## src/rtl/acpi_pmc_pkg.sv

```systemverilog
package acpi_pmc_pkg;

   localparam int unsigned CTL_W       = 16;
   localparam int unsigned CMD_W       = 8;
   localparam int unsigned SCI_BIT     = 0;
   localparam int unsigned TRIG_BIT    = 13;
   localparam int unsigned STYPE_LO    = 10;
   localparam int unsigned STYPE_W     = 3;
   localparam logic [CTL_W-1:0] ZERO_MASK = 16'hC003;

   typedef enum logic [1:0] {
      SZ_BYTE  = 2'd0,
      SZ_WORD  = 2'd1,
      SZ_DWORD = 2'd2,
      SZ_RSVD  = 2'd3
   } acc_size_e;

   typedef struct packed {
      logic ctl_wr;
      logic ctl_rd;
      logic cmd_wr;
      logic bad;
   } acc_dec_t;

endpackage

```

## src/rtl/pmc_bus_decode.sv

```systemverilog
module pmc_bus_decode
   import acpi_pmc_pkg::*;
#(
   parameter int unsigned       ADDR_W   = 16,
   parameter logic [ADDR_W-1:0] CTL_ADDR = 16'h0404,
   parameter logic [ADDR_W-1:0] CMD_ADDR = 16'h00B2
) (
   input  logic              sel,
   input  logic              wr,
   input  logic [ADDR_W-1:0] addr,
   input  logic [1:0]        size,
   output acc_dec_t          dec
);

   initial begin
      if (CTL_ADDR == CMD_ADDR)
         $error("control and command addresses must differ");
   end

   logic hit_ctl, hit_cmd, ctl_size_ok, cmd_size_ok;

   always_comb begin
      hit_ctl     = sel && (addr == CTL_ADDR);
      hit_cmd     = sel && (addr == CMD_ADDR);
      ctl_size_ok = (acc_size_e'(size) == SZ_WORD);
      cmd_size_ok = (acc_size_e'(size) == SZ_BYTE) && wr;
      dec.ctl_wr  = hit_ctl && ctl_size_ok && wr;
      dec.ctl_rd  = hit_ctl && ctl_size_ok && !wr;
      dec.cmd_wr  = hit_cmd && cmd_size_ok;
      dec.bad     = (hit_ctl && !ctl_size_ok) || (hit_cmd && !cmd_size_ok);
   end

endmodule

```

## src/rtl/pmc_cmd_port.sv

```systemverilog
module pmc_cmd_port
   import acpi_pmc_pkg::*;
#(
   parameter logic [CMD_W-1:0] ON_CODE  = 8'hA0,
   parameter logic [CMD_W-1:0] OFF_CODE = 8'hA1
) (
   input  logic             clk,
   input  logic             rst_n,
   input  logic             wr_en,
   input  logic [CMD_W-1:0] code,
   output logic             mode_on,
   output logic             mode_off,
   output logic             armed
);

   initial begin
      if (ON_CODE == OFF_CODE)
         $error("mode-on and mode-off codes must differ");
   end

   always_comb begin
      mode_on  = wr_en && (code == ON_CODE);
      mode_off = wr_en && (code == OFF_CODE);
   end

   always_ff @(posedge clk) begin
      if (!rst_n)        armed <= 1'b0;
      else if (mode_on)  armed <= 1'b1;
      else if (mode_off) armed <= 1'b0;
   end

   AST_ARM_NEEDS_CMD: assert property (@(posedge clk) disable iff (!rst_n)
      !$stable(armed) |-> $past(mode_on || mode_off));

endmodule

```

## src/rtl/pmc_ctl_reg.sv

```systemverilog
module pmc_ctl_reg
   import acpi_pmc_pkg::*;
#(
   parameter logic [STYPE_W-1:0] OFF_TYPE = 3'd5
) (
   input  logic             clk,
   input  logic             rst_n,
   input  logic             wr_en,
   input  logic [CTL_W-1:0] wdata,
   input  logic             sci_set,
   input  logic             sci_clr,
   output logic [CTL_W-1:0] ctl_q,
   output logic             poweroff
);

   localparam logic [CTL_W-1:0] TRIG_MASK  = CTL_W'(1) << TRIG_BIT;
   localparam logic [CTL_W-1:0] STORE_MASK = ~(ZERO_MASK | TRIG_MASK);

   logic [CTL_W-1:0]   ctl_d;
   logic [STYPE_W-1:0] new_type;
   logic               off_hit;

   always_comb begin
      ctl_d = ctl_q;
      if (wr_en)
         ctl_d = (ctl_q & (CTL_W'(1) << SCI_BIT)) | (wdata & STORE_MASK);
      if (sci_set) ctl_d[SCI_BIT] = 1'b1;
      if (sci_clr) ctl_d[SCI_BIT] = 1'b0;
      new_type = wdata[STYPE_LO +: STYPE_W];
      off_hit  = wr_en && wdata[TRIG_BIT] && (new_type == OFF_TYPE);
   end

   always_ff @(posedge clk) begin
      if (!rst_n) begin
         ctl_q    <= '0;
         poweroff <= 1'b0;
      end else begin
         ctl_q    <= ctl_d;
         poweroff <= off_hit;
      end
   end

   AST_TRIG_NEVER_STORED: assert property (@(posedge clk) disable iff (!rst_n)
      wr_en |=> !ctl_q[TRIG_BIT]);
   AST_SCI_ONLY_BY_CMD: assert property (@(posedge clk) disable iff (!rst_n)
      !$stable(ctl_q[SCI_BIT]) |-> $past(sci_set || sci_clr));
   AST_OFF_SINGLE: assert property (@(posedge clk) disable iff (!rst_n)
      poweroff |=> !poweroff);
   AST_OFF_CAUSE: assert property (@(posedge clk) disable iff (!rst_n)
      poweroff |-> $past(wr_en && wdata[TRIG_BIT]
                         && wdata[STYPE_LO +: STYPE_W] == OFF_TYPE));

endmodule

```

## src/rtl/acpi_pmc.sv

```systemverilog
module acpi_pmc
   import acpi_pmc_pkg::*;
#(
   parameter int unsigned       ADDR_W   = 16,
   parameter logic [ADDR_W-1:0] CTL_ADDR = 16'h0404,
   parameter logic [ADDR_W-1:0] CMD_ADDR = 16'h00B2,
   parameter logic [7:0]        ON_CODE  = 8'hA0,
   parameter logic [7:0]        OFF_CODE = 8'hA1,
   parameter bit                RD_REG   = 1'b1
) (
   input  logic              clk,
   input  logic              rst_n,
   input  logic              bus_sel,
   input  logic              bus_wr,
   input  logic [ADDR_W-1:0] bus_addr,
   input  logic [1:0]        bus_size,
   input  logic [15:0]       bus_wdata,
   output logic [15:0]       bus_rdata,
   output logic              bus_err,
   output logic              sci_en,
   output logic              pwrbtn_armed,
   output logic              poweroff_req
);

   initial begin
      if (CTL_W != 16) $error("control word must be 16 bits");
      if (ADDR_W < 2)  $error("address width too small");
   end

   acc_dec_t         dec;
   logic             mode_on, mode_off;
   logic [CTL_W-1:0] ctl_q;
   logic [CTL_W-1:0] rd_val;

   pmc_bus_decode #(
      .ADDR_W  (ADDR_W),
      .CTL_ADDR(CTL_ADDR),
      .CMD_ADDR(CMD_ADDR)
   ) u_dec (
      .sel (bus_sel),
      .wr  (bus_wr),
      .addr(bus_addr),
      .size(bus_size),
      .dec (dec)
   );

   pmc_cmd_port #(
      .ON_CODE (ON_CODE),
      .OFF_CODE(OFF_CODE)
   ) u_cmd (
      .clk     (clk),
      .rst_n   (rst_n),
      .wr_en   (dec.cmd_wr),
      .code    (bus_wdata[CMD_W-1:0]),
      .mode_on (mode_on),
      .mode_off(mode_off),
      .armed   (pwrbtn_armed)
   );

   pmc_ctl_reg u_ctl (
      .clk     (clk),
      .rst_n   (rst_n),
      .wr_en   (dec.ctl_wr),
      .wdata   (bus_wdata),
      .sci_set (mode_on),
      .sci_clr (mode_off),
      .ctl_q   (ctl_q),
      .poweroff(poweroff_req)
   );

   assign sci_en = ctl_q[SCI_BIT];
   assign rd_val = dec.ctl_rd ? ctl_q : '0;

   generate
      if (RD_REG) begin : g_rd_reg
         logic [CTL_W-1:0] rdata_q;
         logic             err_q;
         always_ff @(posedge clk) begin
            if (!rst_n) begin
               rdata_q <= '0;
               err_q   <= 1'b0;
            end else begin
               rdata_q <= rd_val;
               err_q   <= dec.bad;
            end
         end
         assign bus_rdata = rdata_q;
         assign bus_err   = err_q;
      end else begin : g_rd_comb
         assign bus_rdata = rd_val;
         assign bus_err   = dec.bad;
      end
   endgenerate

   AST_ERR_NO_CHANGE: assert property (@(posedge clk) disable iff (!rst_n)
      bus_err |-> $stable(ctl_q));
   AST_ERR_RDATA_ZERO: assert property (@(posedge clk) disable iff (!rst_n)
      bus_err |-> bus_rdata == '0);
   AST_MODE_PAIRED: assert property (@(posedge clk) disable iff (!rst_n)
      sci_en == pwrbtn_armed);

endmodule

```

## config.mk

```make
export PLATFORM = sky130hd
export DESIGN_NAME = acpi_pmc
export DESIGN_NICKNAME = d
export VERILOG_FILES = /design/src/rtl/acpi_pmc_pkg.sv /design/src/rtl/pmc_bus_decode.sv /design/src/rtl/pmc_cmd_port.sv /design/src/rtl/pmc_ctl_reg.sv /design/src/rtl/acpi_pmc.sv
export SDC_FILE = /design/constraint.sdc
export NUM_CORES = 1
export LEC_CHECK = 0
export BUFFER_PORTS_ARGS = -buffer_cell sky130_fd_sc_hd__buf_2
export CAP_MARGIN = 10
export CORE_MARGIN = 2
export CORE_UTILIZATION = 48
export CTS_CLUSTER_DIAMETER = 200
export DETAILED_ROUTE_END_ITERATION = 10
export PLACE_DENSITY = 0.83
export SYNTH_ARGS = -nofsm -noshare
export SYNTH_HDL_FRONTEND = slang
export SYNTH_HIERARCHICAL = 1
export SYNTH_SLANG_ARGS = --single-unit
```

## constraint.sdc

```tcl
create_clock -name clk -period 2.8 [get_ports clk]
set_input_delay 0.28 -clock clk [delete_from_list [all_inputs] [get_ports clk]]
set_output_delay 0.28 -clock clk [all_outputs]
set_load 0.05 [all_outputs]
```

After elaboration in Yosys (flattened, before gate mapping)
Cells that the tools add are included.
{ "op_classes": {"n_bitwise": 2, "n_eq_ne": 6, "n_mux": 4, "reduce_logical": 22} }
{ "op_table": {"columns": ["cell", "count"], "rows": [
  ["$eq A16 B11 Y1 const B", 1],
  ["$eq A16 B8 Y1 const B", 1],
  ["$eq A8 B8 Y1 const B", 2],
  ["$logic_and A1 B1 Y1", 13],
  ["$or A1 B13 Y13", 1],
  ["$mux W1", 4],
  ["$reduce_bool A2 Y1", 2],
  ["$eq A3 B3 Y1 const B", 1],
  ["$logic_not A1 Y1", 3],
  ["$eq A2 B1 Y1 const B", 1],
  ["$logic_not A2 Y1", 1],
  ["$reduce_and A2 Y1", 1],
  ["$reduce_or A2 Y1", 1],
  ["$logic_or A1 B1 Y1", 1],
  ["$not A1 Y1", 1]
]} }
{ "word_totals": {"in_bits": 38, "reg_bits": 29} }

Logic depth before layout (Yosys ltp)
Gate-level depths: netlist of run 1.
{ "logic_depth": {"depth_word": 6, "mapped_depth": 8, "depth_no_buf": 8} }

Hierarchy
The synthesis of run 1 kept the hierarchy.
{ "by_module_without_submodules": {"columns": ["mod", "instances", "seq_area_each_um2", "area_per_inst_um2", "cells_per_inst"], "rows": [
  ["pmc_ctl_reg", 1, 260.2, 533.0, 46],
  ["acpi_pmc", 1, 340.3, 475.5, 36],
  ["pmc_bus_decode", 1, 0.0, 107.6, 17],
  ["pmc_cmd_port", 1, 20.0, 73.8, 10]
]} }

Worst setup path before layout of run 1
Ideal clock, no wire load.
{ "synth_path": {"path_type": "input port to flip-flop", "start": "in bus_addr[0]", "end": "reg u_ctl.ctl_q[10]", "cell_stages": 7, "setup_time_ps": 116, "required_time_ps": 2684, "t_arrival_ps": 1765, "setup_slack_ps": 919, "cell_sequence": "nor4_1 nand4_1 or3b_1 nor2_1 buf_6 mux2i_1 nor2b_1"} }
{ "synth_lines": {"columns": ["item", "line", "source"], "rows": [
  ["start, declared", "acpi_pmc.sv:15", "input logic [ADDR_W-1:0] bus_addr,"],
  ["end signal, assigned", "pmc_ctl_reg.sv:38", "ctl_q <= ctl_d;"],
  ["end, declared", "pmc_ctl_reg.sv:12", "output logic [CTL_W-1:0] ctl_q,"]
]} }

==> results by group, run 1 <==
Outcome
  • Status: finished, final reports clean

Routing
  • Met2 WL: about 1200 um
  • Detail Route met3 WL: 153 um
  • WL final: ~2400 um
  • Via count: 981
  • DRC viols: 0
  • Via-per-instance ratio: approximately 4.9
  • DR iter-0 viols: 9
  • DRT antenna net count: 0
  • DRT Pass-1 Iters: 4
  • WL met1: about 960 um
  • DR top layer: met4
  • Avg WL per Cell: 11.9 um

Worst hold path
  • Hold-critical path depth: 2
  • Hold Crit Class: input pin to flop

Global route
  • Vias in the first global route: a little under 900
  • First-pass GRT wire length: 3750 um
  • Largest net degree at the start of global routing: 33
  • Initial antenna violation count: 0
  • GRT overflow: 0
  • Total track usage: 0.190

Finish
  • Fillers: between 150 and 200
  • Commonest non-fill, non-tap cell in the layout: buf_2
  • Layout cells sized above 1: 0.462
  • ANT cells: 0
  • Finished Cell Area: 0.00156 sq mm
  • Syn-to-layout area delta: 30.9%
  • Register Area: a little over 600 sq um
  • Multi-input gate area in the final layout: ~520 sq um
  • Most frequent cells in the layout: 55 x buf_2, 31 x dfxtp_1, 12 x mux2i_1, 12 x nor2b_1, 9 x and3_1
  • Nets: slightly above 200

STA
  • Fin crit share: 0.656
  • Peak Freq: 0.544 GHz
  • Final hold violation count: 0
  • Setup violators final: 0
  • Max-slew violation count: 0
  • Final worst slack: 963 ps
  • Fin Clk Skew: just under 5 ps
  • RSZ-0062 raised after global routing: false
  • Period minus WS final: 1840 ps
  • Setup TNS: 0 ps

Yosys
  • Instance count of the mapped netlist: 109
  • Register area share after synthesis: 0.522
  • Yosys Warn Count: 6
  • Syn Std Cell Area: 0.00119 sq mm
  • Post-synthesis register bit count: 31
  • Syn_area_per_cell: 10.9 sq um
  • Yosys top cell by area: dfxtp_1
  • Top cells by area, synth: dfxtp_1 52%, mux2i_1 10%, nor2b_1 6.3%, and3_1 4.7%, and3_2 4.4%
  • Synth cell types: 26
  • Yosys top cell area share: 0.522

Pwr
  • Power Density: approximately 540 mW/mm^2
  • Peak supply drop: 0.000406 V
  • Leakage: 0.000742 uW

Worst setup path
  • Startpoint type of the worst setup path: input pin
  • Critical path capture point type: flop
  • Critical Path RT: a little over 3000 ps
  • FF-to-FF path depth: 2
  • Crit Path Category: input pin to flop
  • Arrival @ worst endpoint: 2070 ps
  • Worst-path fanout max: 3

Floorplanning
  • Die Height: 53.8 um
  • Die area: 0.00289 sq mm
  • Row count: 18
  • Die X: 53.8 um
  • Initial Util: 0.494
  • # IOs: 58
  • Core Area: 0.00241 sq mm

Clock network
  • Clk sink count: 31
  • Clock slew at reported path FFs: 90 ps
  • H-tree levels: 2
  • TritonCTS clock tree: yes
  • Longest Clk Path Bufs: 2
  • Post-CTS setup buffers: 0
  • Clk Latency, worst-skew pair: 330 ps
  • CTS Buf Count: 5
  • Root buffer cell: clkbuf_4
  • Hold bufs inserted after CTS: 0
  • Resized cells post-CTS: 0

Placement
  • IO buf count: 55
  • GP Congestion: 0.790
  • DP HPWL: 1730 um
  • Dpl ws: a little under 700 ps
  • Placed Area: ~0.0015 sq mm

Flow run
  • Total of max-cap violations: 0
-- state kept, by name (all words and copies together), names as in the netlist --
| signal | count |
|---|---|
| u_ctl/poweroff | 1 |
| u_cmd/armed | 1 |
| u_ctl/ctl_q | 12 |
| bus_rdata | 16 |
| bus_err | 1 |
-- worst max-delay path, cell delays in order --
cell and delay [ps]:
buf_2 90, nor4_1 270, nand4_1 200, or3b_1 460, nor3_2 190, nand4_1 180, nor2_1 130, nor2_1 50
nor3b_1 220
-- power breakdown --
part / internal [uW] / switching [uW]
clock: 211 / 151
sequential: 440 / 0.000135
combinational: 23.3 / 20.7
-- worst paths after layout --
check | from | to | slack (ps)
worst max register to register | u_ctl/ctl_q[0]$_SDFFE_PP0P_ | u_ctl/ctl_q[0]$_SDFFE_PP0P_ | 2080
worst min-delay path | bus_wdata[11] | u_ctl/poweroff$_SDFF_PN0_ | 130
worst min register to register | u_cmd/armed$_SDFFE_PN0P_ | u_cmd/armed$_SDFFE_PN0P_ | 480
worst max-delay path | bus_addr[0] | u_ctl/ctl_q[0]$_SDFFE_PP0P_ | 960
-- cell type report --
| class | instances | area share |
|---|---|---|
| clock buffer | 6 | 0.0329 |
| clock inverter | 2 | 0.0225 |
| inverter | 1 | 0.00241 |
| multi-input combinational | 72 | 0.333 |
| sequential | 31 | 0.398 |
| tap | 30 | 0.0241 |
| timing repair buffer | 57 | 0.186 |
-- per-stage QoR --
stage | util | instances | power, uW | hold slack, ps
final | 0.646 | 199 | 846 | 126
after detailed placement | 0.611 | 191 | 494 | 461
after floorplan | - | 112 | 467 | 351
after global routing | 0.646 | 199 | 877 | 107
after CTS | 0.646 | 199 | 850 | 113
after global placement | 0.611 | 191 | 493 | 448
-- synthesized netlist by cell type (all sizes together) --
cell type	n
conb	1
nor3b	2
nor4b	1
a21oi	1
o21a	1
inv	1
dfxtp	31
a22oi	1
buf	7
nor3	1
clkbuf	1
nor2	6
nor4	4
nand4	5
nand3	1
mux2i	12
nor2b	12
or3b	1
or3	1
and3	16
and2	1
nand2	2
-- kinds of logic after synthesis --
family / count (synthesis) / synth area share
AND/OR/NAND/NOR: 53 / 0.301
flip-flops: 31 / 0.522
multiplexers: 12 / 0.101
buffers and inverters: 9 / 0.0568
AO/OA/AOI/OAI: 3 / 0.0168
other: 1 / 0.00315
-- metal layers --
layer | vias up | GRT usage
li1 | 493 | -
met1 | 448 | 0.185
met2 | 29 | 0.317
met3 | 11 | 0.0972
met4 | 0 | 0.115
met5 | - | 0
Note: power is estimated with default switching activity, not from simulation.
==> run 2, diff against run 1 <==
- CORE_UTILIZATION: 48 -> 45
- PLACE_DENSITY: 0.83 -> 0.78
- clock period: 2.8 -> 1.9 ns (I/O delays scaled with it)
==> run 2 against run 1 <==
Compared with the run above:
- cell area is 0.16% higher
- largest cell class unchanged
- flip-flop and latch count stayed put
- largest power group unchanged
- wire length is 4.1% lower
==> results by group, run 2 (synthesis gave the netlist of run 1 again) <==
Finish
  • Most frequent cells in the layout: 55 x buf_2, 31 x dfxtp_1, 12 x mux2i_1, 12 x nor2b_1, 9 x and3_1
  • Fin cells: 200
  • Nets: 207
  • Max reg flops: 16
  • Layout cells sized above 1: 0.459
  • Syn-to-layout area delta: 31.1%
  • ANT cells: 0
  • Commonest non-fill, non-tap cell in the layout: buf_2
  • Fillers: 214

Clock network
  • H-tree levels: 2
  • Post-CTS setup buffers: 0
  • Clk sink count: 31
  • CTS Buf Count: 5
  • Root buffer cell: clkbuf_4
  • TritonCTS clock tree: yes
  • Hold bufs inserted after CTS: 0
  • Longest Clk Path Bufs: 2
  • Clock slew at reported path FFs: 80 ps
  • Resized cells post-CTS: 0
  • Clk Latency, worst-skew pair: between 300 and 400 ps

Pwr
  • Power Density: about 730 mW/mm^2
  • Flop pwr share: 0.573
  • Leakage: 0.000739 uW
  • Clock power frac: 0.370
  • Design Power: 1130 uW
  • P_sw: 232 uW
  • Peak supply drop: 0.000468 V
  • Internal cell power: 901 uW
  • Comb pwr share: 0.057
  • Sw Ratio: 0.205

Global route
  • Initial antenna violation count: 0
  • Total track usage: 0.156
  • First-pass GRT wire length: 3740 um
  • Vias in the first global route: slightly above 900
  • GRT overflow: 0
  • Largest net degree at the start of global routing: 33

STA
  • Setup violators final: 0
  • Fin Clk Skew: 1.53 ps
  • Final hold violation count: 0
  • RSZ-0062 raised after global routing: false
  • Period minus WS final: 1650 ps
  • Fin crit share: 0.866
  • Peak Freq: 0.608 GHz
  • Max-slew violation count: 0

Placement
  • GP Congestion: around 0.65
  • DP HPWL: 1690 um
  • Cell count after placement: 192
  • IO buf count: 55

Routing
  • DRT Pass-1 Iters: 4
  • DRT antenna net count: 0
  • Via count: 979
  • DR iter-0 viols: 18
  • WL final: 2280 um
  • DRC viols: 0
  • Avg WL per Cell: 11.4 um
  • Via-per-instance ratio: 4.90

Worst setup path
  • CP Launch Point: bus_addr[0]
  • Worst-path fanout max: 3
  • Critical Path RT: 2140 ps
  • Reg2Reg Setup Slack: about 1200 ps
  • Crit Path Category: input pin to flop
  • Critical path capture point type: flop
  • Startpoint type of the worst setup path: input pin
  • Arrival @ worst endpoint: roughly 1900 ps
  • Reg-to-reg startpoint: u_ctl/ctl_q[0]$_SDFFE_PP0P_

Floorplanning
  • Die X: 55.4 um
  • Core Area: around 0.0025 sq mm
  • Row count: 18
  • Initial Util: 0.476
  • # IOs: 58
  • Die area: 0.00307 sq mm
  • Die Height: 55.4 um

Worst hold path
  • Hold Crit Class: input pin to flop
  • Hold_sp: bus_wdata[11]

Outcome
  • Status: finished, final reports clean

Flow run
  • Total of max-cap violations: 0
==> run 2: cell count changes in the layout (fill, tap and decap cells not counted), sizes merged <==
cell	previous run	this run
clkinv	1	0
clkbuf	6	8
buf	57	58
bufinv	1	0
==> run 2: final timing paths <==
path	to	depth (start not counted)
setup / recovery	u_ctl/ctl_q[0]$_SDFFE_PP0P_	9
hold / removal	u_ctl/poweroff$_SDFF_PN0_	2
hold reg to reg	u_cmd/armed$_SDFFE_PN0P_	2
setup reg to reg	u_ctl/ctl_q[0]$_SDFFE_PP0P_	2
==> run 2: worst max-delay path, cell delays in order <==
cell,delay (ps)
buf_2,90
nor4_1,290
nand4_1,150
or3b_1,430
nor3_2,160
nand4_1,180
nor2_1,150
nor2_1,70
nor3b_1,170
==> run 2: routing by layer <==
layer	share of wire	track usage	up-vias	wire length [um]
met5	0	0	-	0
met4	0.022	0.0941	0	49
met3	0.082	0.0539	6	186
met2	0.48	0.252	45	1080
met1	0.42	0.177	435	958
li1	-	-	493	-
==> run 2: layout make-up <==
cell class / instances / area [sq um] / area share
well taps: 30 / 37.5 / 0.0241
multi-input cells: 72 / 519 / 0.333
inverters: 1 / 3.75 / 0.00241
repair buffers: 58 / 310 / 0.199
flip-flops and latches: 31 / 621 / 0.398
clock buffers: 8 / 68.8 / 0.0441
==> run 2: power groups by stage <==
stage	logic, uW	clock network [uW]	registers, uW
2_1_floorplan	23.2	0	664
3_3_place_gp	62.2	0	664
3_5_place_dp	64.8	0	664
4_1_cts	64.8	434	649
5_1_grt	73.6	462	649
6_report	64.5	419	649
==> run 2: metrics by stage <==
stage | hold WS (ps) | setup TNS, ps | setup slack [ps] | util | area [sq um]
global placement | 380 | 0 | 34.1 | 0.597 | 1490
detailed placement | 382 | -117 | -61.5 | 0.597 | 1490
finish | 47.1 | 0 | 255 | 0.624 | 1560
floorplan | 261 | 0 | 109 | - | 1200
CTS | 34.1 | 0 | 262 | 0.624 | 1560
global route | 33.6 | 0 | 53.7 | 0.624 | 1560
==> run 3, diff against run 2 <==
- ABC_AREA: unset -> 1
- CORE_UTILIZATION: 45 -> 46
==> run 3 against run 2 <==
Compared with the run above:
- largest cell class unchanged
- largest power group unchanged
- flip-flop and latch count unchanged
- first-iteration DRC count is 22% higher
- critical endpoint is now u_ctl/ctl_q[3]$_SDFFE_PN0P_
- sequential share of layout area down 1.9 points
- combinational power grew 16%
- total power grew 1.9%
- via count up 21%
- non-clock buffer count decreased by 2
- cell area is 5.1% higher
- utilization down 2.4 points
- hold slack better by 37 ps
==> results by group, run 3 <==
Outcome
  • Status: finished, final reports clean

Finish
  • Max reg flops: 16
  • Finished Cell Area: ~0.0016 sq mm
  • Nets: 276
  • Most frequent cells in the layout: 55 x buf_2, 44 x nor2_1, 37 x inv_1
  • Layout cells sized above 1: 0.351
  • Multi-input gate area in the final layout: 490 sq um
  • Commonest non-fill, non-tap cell in the layout: buf_2
  • Fillers: 280
  • Final Core Density: 0.600
  • Register Area: 621 sq um
  • ANT cells: 0
  • Syn-to-layout area delta: 25.6%

Yosys
  • Post-synth top cells: 44 x nor2_1, 37 x inv_1, 31 x dfxtp_1
  • Syn_area_per_cell: 7.26 sq um
  • Yosys Warn Count: 6
  • Yosys top cell area share: 0.475
  • Syn Std Cell Area: 0.00131 sq mm
  • Top-count cell post-synth: nor2_1
  • Post-synthesis mux area share: 0
  • Main combinational cell family by area after synthesis: simple AND/OR/NAND/NOR gates
  • Yosys top cell by area: dfxtp_1
  • Post-synthesis simple-gate area fraction: 0.322
  • Complex-gate fraction of the synthesized area: 0.0421
  • Post-synthesis xor/xnor area fraction: 0
  • Post-synth ARST share: 0
  • Adder-cell share of the synthesized area: 0
  • Instance count of the mapped netlist: 180
  • Most used DFF post-synth: dfxtp_1
  • Synth cell types: 16
  • Post-synth EDFFs: 0
  • Post-synthesis register bit count: 31
  • Top cells by area, synth: dfxtp_1 48%, nor2_1 13%, inv_1 11%, nor2_2 7.2%, nand2_1 5.5%
  • Register area share after synthesis: 0.475

Worst hold path
  • Hold Crit Class: input pin to flop

Clock network
  • Clock slew at reported path FFs: roughly 90 ps
  • Clk sink count: 31
  • Clk Latency, worst-skew pair: 330 ps
  • CTS Buf Count: 5
  • Longest Clk Path Bufs: 2
  • TritonCTS clock tree: yes
  • Root buffer cell: clkbuf_4
  • Resized cells post-CTS: 0
  • H-tree levels: 2
  • Hold bufs inserted after CTS: 0
  • Post-CTS setup buffers: 0

Worst setup path
  • Crit Path Category: input pin to flop
  • Worst-path fanout max: 11
  • CP peak stage delay: 240 ps
  • Most frequent CP cell: nor2_1
  • Critical Path RT: 2130 ps
  • Slowest cell on the critical path: inv_1
  • Worst path cell trace: buf_2 > nor2_2 > nand2_2 > nor2_4 > nand3_2 > nor2_1 > inv_1 > nor2_1 > nor2_1
  • Startpoint type of the worst setup path: input pin
  • Critical path capture point type: flop
  • Arrival @ worst endpoint: 1390 ps

Routing
  • DRC viols: 0
  • DRT Pass-1 Iters: 4
  • Via count: ~1200
  • Avg WL per Cell: 9.08 um
  • Via-per-instance ratio: 4.37
  • DR iter-0 viols: 22
  • WL final: 2450 um
  • DRT antenna net count: 0

Pwr
  • Design Power: 1150 uW
  • Sw Ratio: 0.217
  • Peak supply drop: 0.000623 V
  • Leakage: 0.000858 uW
  • Power Density: 703 mW/mm^2
  • P_sw: 251 uW
  • Flop pwr share: 0.563
  • Clock power frac: 0.372
  • Internal cell power: 903 uW
  • Comb pwr share: 0.065

Global route
  • Vias in the first global route: 1046
  • GRT overflow: 0
  • Largest net degree at the start of global routing: 17
  • Total track usage: 0.166
  • Initial antenna violation count: 0
  • First-pass GRT wire length: 4040 um

Floorplanning
  • Die area: 0.00328 sq mm
  • Die X: 57.3 um
  • Row count: 19
  • Core Area: about 0.0027 sq mm
  • # IOs: just under 60
  • Initial Util: 0.478
  • Die Height: 57.3 um

Placement
  • Placed Area: 0.00157 sq mm
  • DP HPWL: 1840 um
  • GP Congestion: 0.725
  • IO buf count: between 50 and 60

STA
  • Fin Clk Skew: 6.49 ps
  • Period minus WS final: 1160 ps
  • Fin crit share: 0.610
  • Setup TNS: 0 ps
  • RSZ-0062 raised after global routing: false
  • Final hold violation count: 0
  • Setup violators final: 0
  • Peak Freq: 0.862 GHz
  • Max-slew violation count: 0
  • Hold slack: 84.2 ps

Flow run
  • Total of max-cap violations: 0
run 3: cell count changes after synthesis, sizes merged, moves of 2 or more:
| cell | delta |
|---|---|
| o21ai | +10 |
| nand4 | -5 |
| nor3b | -2 |
| mux2i | -12 |
| nor4 | -4 |
| inv | +36 |
| nor2 | +54 |
| and3 | -16 |
| nand3 | +7 |
| nor2b | -12 |
| nand2 | +20 |
run 3: kinds of logic (layout without fill, tap and decap cells):
group,count (synthesis),count (layout)
DFF,31,31
AOI/OAI and AO/OA,11,11
buffers and inverters,45,101
other,1,4
and+or+nand+nor,92,92
run 3: power groups by stage:
stage / Clock [uW] / Combinational, uW / Sequential (uW)
floorplan: 0 / 34.0 / 664
global placement: 0 / 72.9 / 664
detailed placement: 0 / 75.0 / 664
CTS: 443 / 75.6 / 649
global route: 479 / 86.4 / 649
finish: 430 / 75.0 / 649
run 3: worst paths after layout:
path / start / endpoint / slack [ps] / depth (start not counted)
max: bus_addr[6] / u_ctl/ctl_q[3]$_SDFFE_PN0P_ / 740 / 9
min: bus_wdata[13] / u_ctl/poweroff$_SDFF_PN0_ / 80 / 3
min reg2reg: u_ctl/ctl_q[2]$_SDFFE_PN0P_ / bus_rdata[2]$_SDFF_PN0_ / 440 / 2
max reg2reg: u_ctl/ctl_q[6]$_SDFFE_PN0P_ / u_ctl/ctl_q[6]$_SDFFE_PN0P_ / 1250 / 2
run 3: critical path: cells and delay by family:
kind	cells	cell delay, ps
buffers and inverters	2	340
and+or+nand+nor	7	860
run 3: per-layer routing:
metal  vias to the layer above  GRT usage  wire [um]
met2                        46      0.310       1250
li1                        632          -          -
met4                         0     0.0797         45
met1                       497      0.153        972
met5                         -          0          0
met3                         6     0.0680        186
run 3: cell type report:
cell class / count / share of cell area
clock buffer: 8 / 0.0420
inverter: 37 / 0.0847
multi-input combinational: 107 / 0.299
sequential: 31 / 0.378
tap: 31 / 0.0236
timing repair buffer: 56 / 0.172
run 3: per-stage QoR:
stage / instances / setup slack, ps
floorplan: 183 / 708
CTS: 270 / 728
finish: 270 / 740
global placement: 262 / 436
global route: 270 / 583
detailed placement: 262 / 395
